--- config.mk ---
export PLATFORM = sky130hd
export DESIGN_NAME = srpm_refresh_manager
export DESIGN_NICKNAME = d
export VERILOG_FILES = /design/src/rtl/srpm_pkg.sv /design/src/rtl/srpm_interval_tick.sv /design/src/rtl/srpm_debt_counter.sv /design/src/rtl/srpm_gap_timer.sv /design/src/rtl/srpm_refresh_manager.sv
export SDC_FILE = /design/constraint.sdc
export NUM_CORES = 1
export LEC_CHECK = 0
export BUFFER_PORTS_ARGS = -buffer_cell sky130_fd_sc_hd__buf_2
export CORE_AREA = 2 2 73 54
export CTS_CLUSTER_SIZE = 30
export DETAILED_ROUTE_END_ITERATION = 8
export DIE_AREA = 0 0 75 56
export MAX_ROUTING_LAYER = met4
export PLACE_DENSITY = 0.67
export SKIP_LAST_GASP = 1
export SYNTH_ARGS = -nofsm -noshare
export SYNTH_HDL_FRONTEND = slang
export SYNTH_SLANG_ARGS = --single-unit
--- constraint.sdc ---
create_clock -name clk -period 3.1 [get_ports clk]
set_input_delay 0.31 -clock clk [delete_from_list [all_inputs] [get_ports clk]]
set_output_delay 0.31 -clock clk [all_outputs]
set_load 0.01 [all_outputs]
--- src/rtl/srpm_pkg.sv ---
package srpm_pkg;

   typedef enum logic [2:0] {
      ST_IDLE,
      ST_PRE,
      ST_WAIT_RP,
      ST_REF,
      ST_WAIT_RC,
      ST_SR_ENTER,
      ST_SR_HOLD,
      ST_SR_EXIT
   } srpm_state_e;

   // {cs_n, ras_n, cas_n, we_n}
   localparam logic [3:0] CMD_NOP = 4'b0111;
   localparam logic [3:0] CMD_PRE = 4'b0010;
   localparam logic [3:0] CMD_REF = 4'b0001;

   // Minimum time in ns converted to whole clocks, rounded up.
   function automatic int ns_to_cycles(input int ns, input int mhz);
      return (ns * mhz + 999) / 1000;
   endfunction

   // Average refresh slot in clocks, rounded down.
   function automatic int slot_cycles(input int window_ms, input int rows, input int mhz);
      return (window_ms * 1000 * mhz) / rows;
   endfunction

endpackage

--- src/rtl/srpm_interval_tick.sv ---
module srpm_interval_tick #(
   parameter int INTERVAL = 1953
) (
   input  logic clk,
   input  logic rst_n,
   input  logic hold_i,
   output logic tick_o
);
   localparam int CW = $clog2(INTERVAL);
   localparam logic [CW-1:0] LAST = CW'(INTERVAL - 1);

   logic [CW-1:0] cnt_q;

   always_ff @(posedge clk) begin
      if (!rst_n)            cnt_q <= '0;
      else if (hold_i)       cnt_q <= '0;
      else if (cnt_q == LAST) cnt_q <= '0;
      else                   cnt_q <= cnt_q + 1'b1;
   end

   assign tick_o = !hold_i && (cnt_q == LAST);
endmodule

--- src/rtl/srpm_debt_counter.sv ---
module srpm_debt_counter #(
   parameter int MAX_DEBT = 8
) (
   input  logic clk,
   input  logic rst_n,
   input  logic inc_i,
   input  logic dec_i,
   input  logic clr_i,
   output logic any_o,
   output logic full_o
);
   localparam int DW = $clog2(MAX_DEBT + 1);

   generate
      if (MAX_DEBT == 1) begin : g_flag
         logic owed_q;
         always_ff @(posedge clk) begin
            if (!rst_n)      owed_q <= 1'b0;
            else if (clr_i)  owed_q <= 1'b0;
            else if (inc_i)  owed_q <= 1'b1;
            else if (dec_i)  owed_q <= 1'b0;
         end
         assign any_o  = owed_q;
         assign full_o = owed_q;
      end else begin : g_count
         localparam logic [DW-1:0] TOP = DW'(MAX_DEBT);
         logic [DW-1:0] debt_q;
         always_ff @(posedge clk) begin
            if (!rst_n) begin
               debt_q <= '0;
            end else if (clr_i) begin
               debt_q <= '0;
            end else begin
               unique case ({inc_i, dec_i})
                  2'b10:   if (debt_q != TOP) debt_q <= debt_q + 1'b1;
                  2'b01:   if (debt_q != '0)  debt_q <= debt_q - 1'b1;
                  default: debt_q <= debt_q;
               endcase
            end
         end
         assign any_o  = (debt_q != '0);
         assign full_o = (debt_q == TOP);
      end
   endgenerate
endmodule

--- src/rtl/srpm_gap_timer.sv ---
module srpm_gap_timer #(
   parameter int TW = 4
) (
   input  logic          clk,
   input  logic          rst_n,
   input  logic          load_i,
   input  logic [TW-1:0] load_val_i,
   output logic          zero_o
);
   logic [TW-1:0] cnt_q;

   always_ff @(posedge clk) begin
      if (!rst_n)            cnt_q <= '0;
      else if (load_i)       cnt_q <= load_val_i;
      else if (cnt_q != '0)  cnt_q <= cnt_q - 1'b1;
   end

   assign zero_o = (cnt_q == '0);
endmodule

--- src/rtl/srpm_refresh_manager.sv ---
module srpm_refresh_manager
   import srpm_pkg::*;
#(
   parameter int CLK_MHZ       = 125,
   parameter int REF_WINDOW_MS = 64,
   parameter int REF_ROWS      = 4096,
   parameter int TRC_NS        = 65,
   parameter int TRP_NS        = 20,
   parameter int MAX_DEBT      = 8,
   parameter int NUM_BANKS     = 4
) (
   input  logic                 clk,
   input  logic                 rst_n,
   input  logic                 grant_i,
   input  logic                 sleep_req_i,
   input  logic [NUM_BANKS-1:0] bank_open_i,
   output logic                 req_o,
   output logic                 urgent_o,
   output logic                 own_o,
   output logic                 cke_o,
   output logic                 cs_n_o,
   output logic                 ras_n_o,
   output logic                 cas_n_o,
   output logic                 we_n_o,
   output logic                 a10_o
);
   localparam int INTERVAL = slot_cycles(REF_WINDOW_MS, REF_ROWS, CLK_MHZ);
   localparam int TRC_CYC  = ns_to_cycles(TRC_NS, CLK_MHZ);
   localparam int TRP_CYC  = ns_to_cycles(TRP_NS, CLK_MHZ);
   localparam int TMAX     = (TRC_CYC > TRP_CYC) ? TRC_CYC : TRP_CYC;
   localparam int TW       = $clog2(TMAX + 1);
   localparam logic [TW-1:0] RP_LOAD = TW'(TRP_CYC - 2);
   localparam logic [TW-1:0] RC_LOAD = TW'(TRC_CYC - 2);
   localparam logic [TW-1:0] XS_LOAD = TW'(TRC_CYC - 1);

   generate
      if (TRP_CYC < 2) begin : g_bad_trp
         $error("precharge gap must be at least two clocks");
      end
      if (TRC_CYC < 2) begin : g_bad_trc
         $error("row-cycle gap must be at least two clocks");
      end
      if (INTERVAL <= TRC_CYC * (MAX_DEBT + 2)) begin : g_bad_int
         $error("refresh slot too short for the debt ceiling");
      end
      if (MAX_DEBT < 1) begin : g_bad_debt
         $error("debt ceiling must be at least one");
      end
      if (NUM_BANKS < 1) begin : g_bad_banks
         $error("at least one bank required");
      end
   endgenerate

   srpm_state_e st_q, st_d;
   logic        to_sleep_q;
   logic        tick, debt_any, debt_full;
   logic        tmr_load, tmr_zero;
   logic [TW-1:0] tmr_val;
   logic        in_sr;
   logic [3:0]  cmd;

   assign in_sr = (st_q == ST_SR_ENTER) || (st_q == ST_SR_HOLD) || (st_q == ST_SR_EXIT);

   srpm_interval_tick #(.INTERVAL(INTERVAL)) u_tick (
      .clk    (clk),
      .rst_n  (rst_n),
      .hold_i (in_sr),
      .tick_o (tick)
   );

   srpm_debt_counter #(.MAX_DEBT(MAX_DEBT)) u_debt (
      .clk    (clk),
      .rst_n  (rst_n),
      .inc_i  (tick),
      .dec_i  (st_q == ST_REF),
      .clr_i  (st_q == ST_SR_ENTER),
      .any_o  (debt_any),
      .full_o (debt_full)
   );

   srpm_gap_timer #(.TW(TW)) u_gap (
      .clk        (clk),
      .rst_n      (rst_n),
      .load_i     (tmr_load),
      .load_val_i (tmr_val),
      .zero_o     (tmr_zero)
   );

   assign req_o = (st_q == ST_IDLE) && (debt_any || sleep_req_i);

   always_comb begin
      st_d     = st_q;
      tmr_load = 1'b0;
      tmr_val  = '0;
      unique case (st_q)
         ST_IDLE: begin
            if (grant_i && req_o) begin
               if (|bank_open_i)     st_d = ST_PRE;
               else if (sleep_req_i) st_d = ST_SR_ENTER;
               else                  st_d = ST_REF;
            end
         end
         ST_PRE: begin
            st_d     = ST_WAIT_RP;
            tmr_load = 1'b1;
            tmr_val  = RP_LOAD;
         end
         ST_WAIT_RP: begin
            if (tmr_zero) st_d = to_sleep_q ? ST_SR_ENTER : ST_REF;
         end
         ST_REF: begin
            st_d     = ST_WAIT_RC;
            tmr_load = 1'b1;
            tmr_val  = RC_LOAD;
         end
         ST_WAIT_RC: begin
            if (tmr_zero) st_d = debt_any ? ST_REF : ST_IDLE;
         end
         ST_SR_ENTER: st_d = ST_SR_HOLD;
         ST_SR_HOLD: begin
            if (!sleep_req_i) begin
               st_d     = ST_SR_EXIT;
               tmr_load = 1'b1;
               tmr_val  = XS_LOAD;
            end
         end
         ST_SR_EXIT: begin
            if (tmr_zero) st_d = ST_IDLE;
         end
         default: st_d = ST_IDLE;
      endcase
   end

   always_ff @(posedge clk) begin
      if (!rst_n) begin
         st_q       <= ST_IDLE;
         to_sleep_q <= 1'b0;
      end else begin
         st_q <= st_d;
         if (st_q == ST_IDLE && grant_i && req_o) to_sleep_q <= sleep_req_i;
      end
   end

   always_comb begin
      unique case (st_q)
         ST_PRE:                cmd = CMD_PRE;
         ST_REF, ST_SR_ENTER:   cmd = CMD_REF;
         default:               cmd = CMD_NOP;
      endcase
   end

   assign {cs_n_o, ras_n_o, cas_n_o, we_n_o} = cmd;
   assign a10_o    = (st_q == ST_PRE);
   assign cke_o    = !((st_q == ST_SR_ENTER) || (st_q == ST_SR_HOLD));
   assign own_o    = (st_q != ST_IDLE);
   assign urgent_o = debt_full;
endmodule

==> impl_metrics.ini, run 1 <==
[outcome]
status = completed

[placement]
hpwl_um = 2020
io_buffers = 15
gp_congestion = 0.771
dp_cells = 234

[final_layout]
diodes = 0
nets = 201
multi_input_area_um2 = 915
layout-drive-gt1-share = 0.133
fill_cells = 356
syn_to_final_growth_pct = 9.37
regArea_um2 = 460
fin_cells = 238

[synth]
synth_top_area_share = 0.316
synth_ff_type = dfxtp_1
ys_top_cells_by_count = dfxtp_1 (23), nor2_1 (22), nand2_1 (15)
synth_compound_area_frac = 0.142
synthTopCellsByArea = dfxtp_1 (32%), nor2_1 (5.7%), mux2i_1 (5.5%)
synth_fp_nets = 191
synth_top_area_cell = dfxtp_1
yosys.area_share.simple = 0.302
synthCells = 179
synth_warnings = 0
ys_seq_area_frac = 0.316
synth-async-reset-ratio = 0
syn-cell-area_mm2 = 0.00146
ys_types = 51
synthMuxAreaShare = 0.0628
synth_top_family_by_area = simple AND/OR/NAND/NOR gates
ys_ff_latch = 23
synth-xor-area-share = 0.0782
avgSynthCellArea_um2 = 8.13
synth_edf_count = 0
synthAdderAreaFrac = 0.0413
yosysMostFrequentCell = dfxtp_1

[routing]
drcViolationCount = 0
num_vias = 1257
wl_um = 2780
drtIter0Drc = 87
via_per_inst = 5.28
dr.pass1.iters = 4
routedWlPerCell_um = 11.7
postRouteAntennaNets = 0

[floorplanning]
die_w_um = 75
core_mm2 = 0.00345
dieArea_mm2 = 0.00420
rows = 18
initial_utilization = 0.422
dieHeight_um = 56
io-pin-count = 17

[worst_hold_path]
holdPathEnd = to_sleep_q
min_from = grant_i
hold_depth = 3
hold_path_class = in2reg

[run]
drv_cap = 0

[power_and_ir_drop]
ir_worst_vdd_v = 0.000306
powerDensity_mw_per_mm2 = 514
leakage_nw = 0.656

[worst_setup_path]
crit_slowest_cell = dfxtp_1
cp-end-kind = flip-flop
path_cells = nand3b_1 > nor2_1 > xor2_1 > ha_1 > nor4_1 > mux2i_1 > mux2i_1
crit_family = simple AND/OR/NAND/NOR gates
arrival_ns = 2.44
r2r_slack_ns = 0.81
worstReg2RegStart = st_q[1]
cp_common_cell = mux2i_1
start_kind = flip-flop
startpoint = st_q[1]
ff2ff_path_depth = 7
r2r_end = u_debt.g_count.debt_q[2]
path_buf_inv = 0
path_max_fanout = 23
crit_required_ns = 3.25
cpPeakStageDelay_ns = 0.79
critical_path_class = reg2reg

[cts]
ctsHtreeMaxLevel = 1
cts-root-buf = clkbuf_8
clk_pin_slew_ns = 0.08
hold_buffers = 0
cts_buffers = 3
worstSkewPairLatency_ns = 0.26
cts_tree = built
cts_setup_buffers = 0
cts_resized = 0
clockBufferDepth = 2
cts.sinks = 23

[sta]
setup_viol = 0
final.setup.tns_ns = 0
grt_setup_unrepaired = false
max_slew.worst_pin.slew_ns = 0.712
fin_skew_ns = 0.00379
finalCritPeriodShare = 0.739
hold_viol_final = 0
max_freq_ghz = 0.437
period_minus_slack_ns = 2.29
final_max_slew_viol_count = 0
slew_headroom = 0.524

[global_routing]
grt_antenna_before_repair = 0
overflow = 0
grt_util_all_layers = 0.146
grt_pass1_wl_um = 4750
grt_max_degree = 24
grt_pass1_vias = 1070
## routing by layer
metal	GRT usage	routed length (um)
met5	-	0
met4	0.0153	13
met3	0.0435	139
met2	0.212	1190
met1	0.207	1430
## power by group
part           internal (mW)  switching [mW]
combinational          0.134           0.127
clock                 0.0917          0.0933
sequential             0.326          0.0443
## stage by stage
stage	setup WS [ns]	hold WS (ns)	util	cell area [um2]	power, mW
3_5_place_dp	0.874	0.471	0.449	1550	0.641
2_1_floorplan	1.08	0.441	-	1460	0.586
5_1_grt	0.571	0.359	0.462	1590	0.877
3_3_place_gp	0.994	0.464	0.449	1550	0.640
4_1_cts	0.817	0.346	0.462	1590	0.829
6_report	0.810	0.347	0.462	1590	0.817
## registers in the layout (all words and copies together), names as in the netlist
signal / cells
u_tick.cnt_q: 11
u_gap.cnt_q: 4
to_sleep_q: 1
u_debt.g_count.debt_q: 4
st_q: 3
## worst max path at each step
| stage | depth (start not counted) | end |
|---|---|---|
| after detailed placement | 7 | u_debt.g_count.debt_q[2] |
| after global routing | 7 | u_debt.g_count.debt_q[2] |
| after global placement | 10 | u_debt.g_count.debt_q[2] |
| after CTS | 7 | u_debt.g_count.debt_q[2] |
| after floorplan | 11 | u_debt.g_count.debt_q[2] |
| final | 7 | u_debt.g_count.debt_q[2] |
## cell usage in the layout (no fill, tap or decap), types with 3 or more instances in the layout
| cell | n |
|---|---|
| nor2_1 | 22 |
| inv_1 | 9 |
| and3_1 | 3 |
| nand2_1 | 15 |
| ha_1 | 4 |
| mux2i_1 | 8 |
| nor2b_1 | 5 |
| nand2b_1 | 7 |
| clkbuf_8 | 3 |
| nor4_1 | 4 |
| dfxtp_1 | 23 |
| a21oi_1 | 4 |
| nand3_1 | 4 |
| xor2_1 | 7 |
| nor3_1 | 3 |
| buf_2 | 15 |
| xnor2_1 | 6 |
| nand4_1 | 3 |
| o21ai_0 | 8 |
## tightest hold or removal path: stages
cell and delay [ns]:
buf_2 0.09, a32oi_1 0.09, nor2_1 0.08
## cell type report
class,count,share of cell area
clock buffers,4,0.0283
inverters,9,0.0212
multi-input cells,137,0.575
flip-flops and latches,23,0.289
well taps,50,0.0393
repair buffers,15,0.0472
## cells by family (layout without fill, tap and decap cells)
group	Yosys count	count (layout)
XOR/XNOR	13	13
other	1	1
AO/OA/AOI/OAI	29	29
adder cells (fa/ha/maj)	5	5
multiplexers	9	9
flip-flops	23	23
AND/OR/NAND/NOR	80	80
buffers and inverters	19	28
No activity file was read; power rests on OpenSTA's default activity.
==> run 2, diff against run 1 <==
PLACE_DENSITY = 0.7   (was 0.67)
clock period = 2 ns   (was 3.1 ns; I/O delays follow)
==> impl_metrics.ini, run 2 (synthesized netlist as in run 1, its figures left out) <==
[outcome]
status = completed

[cts]
cts-root-buf = clkbuf_8
ctsHtreeMaxLevel = 1
cts_tree = built
worstSkewPairLatency_ns = 0.26
clk_pin_slew_ns = 0.08
cts_buffers = 3
cts.sinks = 23
clockBufferDepth = 2

[power_and_ir_drop]
leakage_nw = 0.703
powerDensity_mw_per_mm2 = 767
power_mw = 1.31
ir_worst_vdd_v = 0.000543

[sta]
fin_skew_ns = 0.00254
finalCritPeriodShare = 0.966
grt_setup_unrepaired = true
slew_headroom = 0.548
final_max_slew_viol_count = 0
setup_viol = 0
max_slew.worst_pin.slew_ns = 0.671
holdWs_ns = 0.239
hold_viol_final = 0
period_minus_slack_ns = 1.93
max_freq_ghz = 0.518
final.setup.tns_ns = 0
setup_slack_ns = 0.0684

[final_layout]
fin_cells = 247
fill_cells = 324
postLayoutCoreUtil = 0.497
syn_to_final_growth_pct = 17.6
layout-drive-gt1-share = 0.223
regArea_um2 = 463
largest_reg_flops = 11
final_cell_mix = nor2_1 (21), dfxtp_1 (21), nand2_1 (15), buf_2 (15), buf_4 (9)
top_regs = u_tick.cnt_q (11), u_debt.g_count.debt_q (4), u_gap.cnt_q (4)
regMostFlops = u_tick.cnt_q
multi_input_area_um2 = 965
nets = 210
diodes = 0
stdcell_area_mm2 = 0.00171

[routing]
wl_um = 3000
dr.pass1.iters = 4
route.met3.wl_um = 168
via_per_inst = 5.16
top_layer = met4
wl_met1_um = 1510
num_vias = 1275
drtIter0Drc = 55
routedWlPerCell_um = 12.1
postRouteAntennaNets = 0
met2_length_um = 1300
drcViolationCount = 0

[floorplanning]
initial_utilization = 0.422
dieHeight_um = 56
core_mm2 = 0.00345
io-pin-count = 17
dieArea_mm2 = 0.00420
rows = 18
die_w_um = 75

[worst_setup_path]
arrival_ns = 2.13
cp-end-kind = flip-flop
critical_path_class = reg2reg
crit_slowest_cell = dfxtp_2
path_cells = inv_2 > ha_4 > nor4bb_4 > and4_1 > nor2_2 > xor2_1 > ha_2 > nor3b_4 > mux2i_1 > mux2i_1
crit_family = simple AND/OR/NAND/NOR gates
cpPeakStageDelay_ns = 0.33
path_max_fanout = 2
crit_required_ns = 2.20
startpoint = u_tick.cnt_q[0]
crit_cells = 10
cp_common_cell = mux2i_1
path_buf_inv = 1
ff2ff_path_depth = 10
start_kind = flip-flop
worstReg2RegStart = u_tick.cnt_q[0]

[global_routing]
grt_pass1_wl_um = 4930
grt_pass1_vias = 1072
grt_antenna_before_repair = 0
grt_util_all_layers = 0.151
overflow = 0
grt_max_degree = 20

[run]
drv_cap = 0

[placement]
gp_congestion = 0.836
hpwl_um = 2180
io_buffers = 15
place_ws_ns = 0.0175
dp_cells = 242
dpl_cell_area_mm2 = 0.00161

[worst_hold_path]
hold_depth = 3
min_from = grant_i
hold_path_class = in2reg
## run 2: layout make-up
cell class	instances	share of cell area
Tap cell	50	0.0365
Inverter	9	0.0197
Multi-Input combinational cell	137	0.564
Sequential cell	23	0.270
Clock buffer	4	0.0263
Timing Repair Buffer	24	0.0833
## run 2: final timing paths
check,to,slack (ns)
min,to_sleep_q,0.24
max reg2reg,u_debt.g_count.debt_q[2],0.07
max,u_debt.g_count.debt_q[2],0.07
min reg2reg,u_debt.g_count.debt_q[3],0.52
## run 2: worst register-to-register path: stages (launching register included)
cell and delay [ns]:
dfxtp_2 0.33, inv_2 0.06, ha_4 0.12, nor4bb_4 0.18, and4_1 0.27, nor2_2 0.06, xor2_1 0.14, ha_2 0.19
nor3b_4 0.15, mux2i_1 0.19, mux2i_1 0.19
## run 2: report_power, final
group / internal (mW) / total, mW / switching, mW
combinational: 0.234 / 0.463 / 0.229
sequential: 0.507 / 0.562 / 0.0558
clock: 0.142 / 0.287 / 0.145
total: 0.883 / 1.31 / 0.430
## run 2: repair_timing
action,in CTS,in global routing
hold buffers,0,0
hold endpoints to repair,0,0
resized for setup,0,13
setup buffers,0,1
setup endpoints to repair,0,1
## run 2: metal layers
metal,vias to the layer above,GRT usage
met3,2,0.0380
met5,-,-
met2,35,0.199
met4,0,0.0230
met1,576,0.232
li1,662,-
==> run 3, diff against run 2 <==
MAX_ROUTING_LAYER = default   (was met4)
==> impl_metrics.ini, run 3 (synthesized netlist as in run 1, its figures left out) <==
[routing]
num_vias = 1275
top_layer = met4
route.met3.wl_um = 145
wl_met1_um = 1540
dr.pass1.iters = 4
routedWlPerCell_um = 12.1
postRouteAntennaNets = 0
met2_length_um = 1290
drtIter0Drc = 60
wl_um = 3000
drcViolationCount = 0
via_per_inst = 5.16

[worst_setup_path]
critical_path_class = reg2reg
start_kind = flip-flop
startpoint = u_tick.cnt_q[0]
path_max_fanout = 2
arrival_ns = 2.13
crit_required_ns = 2.19
ff2ff_path_depth = 10
cp-end-kind = flip-flop
r2r_end = u_debt.g_count.debt_q[2]
crit_path_end = u_debt.g_count.debt_q[2]
r2r_slack_ns = 0.06
worstReg2RegStart = u_tick.cnt_q[0]

[power_and_ir_drop]
power_mw = 1.31
leakage_nw = 0.703
ir_worst_vdd_v = 0.000542
powerDensity_mw_per_mm2 = 766

[sta]
final.setup.tns_ns = 0
setup_viol = 0
max_freq_ghz = 0.516
finalCritPeriodShare = 0.969
holdWs_ns = 0.241
hold_viol_final = 0
max_slew.worst_pin.slew_ns = 0.669
fin_skew_ns = 0.00254
period_minus_slack_ns = 1.94
final_max_slew_viol_count = 0
slew_headroom = 0.550
grt_setup_unrepaired = true

[cts]
clk_pin_slew_ns = 0.08
cts_buffers = 3
cts.sinks = 23
worstSkewPairLatency_ns = 0.26
ctsHtreeMaxLevel = 1
clockBufferDepth = 2
cts_tree = built
cts-root-buf = clkbuf_8

[placement]
dp_cells = 242
io_buffers = 15
gp_congestion = 0.823
hpwl_um = 2180

[global_routing]
overflow = 0
grt_antenna_before_repair = 0
grt_pass1_wl_um = 4920
grt_util_all_layers = 0.147
grt_pass1_vias = 1073
grt_max_degree = 20

[outcome]
status = completed

[final_layout]
postLayoutCoreUtil = 0.497
final_cell_mix = nor2_1 (21), dfxtp_1 (21), nand2_1 (15), buf_2 (15), buf_4 (9)
multi_input_area_um2 = 965
layout-drive-gt1-share = 0.223
regMostFlops = u_tick.cnt_q
largest_reg_flops = 11
fin_cells = 247
regArea_um2 = 463
top_regs = u_tick.cnt_q (11), u_debt.g_count.debt_q (4), u_gap.cnt_q (4)
nets = 210
syn_to_final_growth_pct = 17.6
diodes = 0
fill_cells = 324

[floorplanning]
io-pin-count = 17
rows = 18
core_mm2 = 0.00345
initial_utilization = 0.422
dieArea_mm2 = 0.00420
dieHeight_um = 56
die_w_um = 75

[worst_hold_path]
hold_path_class = in2reg
min_from = grant_i

[run]
drv_cap = 0
run 3: stage by stage:
| step | area [um2] | setup WS, ns |
|---|---|---|
| finish | 1710 | 0.0626 |
| global route | 1710 | -0.104 |
| CTS | 1650 | 0.0110 |
| detailed placement | 1610 | 0.0175 |
| global placement | 1610 | 0.0981 |
| floorplan | 1460 | 0.00185 |
run 3: layout make-up:
class	instances	share of cell area
well taps	50	0.0365
flip-flops and latches	23	0.270
multi-input cells	137	0.564
clock buffers	4	0.0263
repair buffers	24	0.0833
inverters	9	0.0197
run 3: worst min-delay path by stage:
stage / endpoint / slack, ns / cells after the start
2_1_floorplan: u_gap.cnt_q[1] / 0.33 / 1
3_3_place_gp: u_debt.g_count.debt_q[3] / 0.49 / 2
3_5_place_dp: u_debt.g_count.debt_q[3] / 0.50 / 2
4_1_cts: u_gap.cnt_q[1] / 0.24 / 2
5_1_grt: u_gap.cnt_q[1] / 0.25 / 2
6_report: to_sleep_q / 0.24 / 3
run 3: power breakdown:
group,internal [mW],total [mW],switching (mW)
clock network,0.142,0.285,0.144
registers,0.507,0.563,0.0566
logic,0.234,0.462,0.228
total,0.883,1.31,0.428
run 3: worst max-delay path: stages (launching register included):
cell and delay (ns):
dfxtp_2 0.33, inv_2 0.06, ha_4 0.12, nor4bb_4 0.18, and4_1 0.27, nor2_2 0.06
xor2_1 0.14, ha_2 0.19, nor3b_4 0.14, mux2i_1 0.18, mux2i_1 0.19
run 3: per-layer routing:
layer  up-vias  track usage
li1        661            -
met1       581        0.232
met2        31        0.199
met3         2       0.0380
met4         0       0.0230
met5         -            0
run 3: what timing repair did:
action / in CTS / in global routing
endpoints found under the hold margin: 0 / 0
resized for setup: 0 / 13
hold buffers: 0 / 0
endpoints found under the setup margin: 0 / 1
setup buffers: 0 / 1
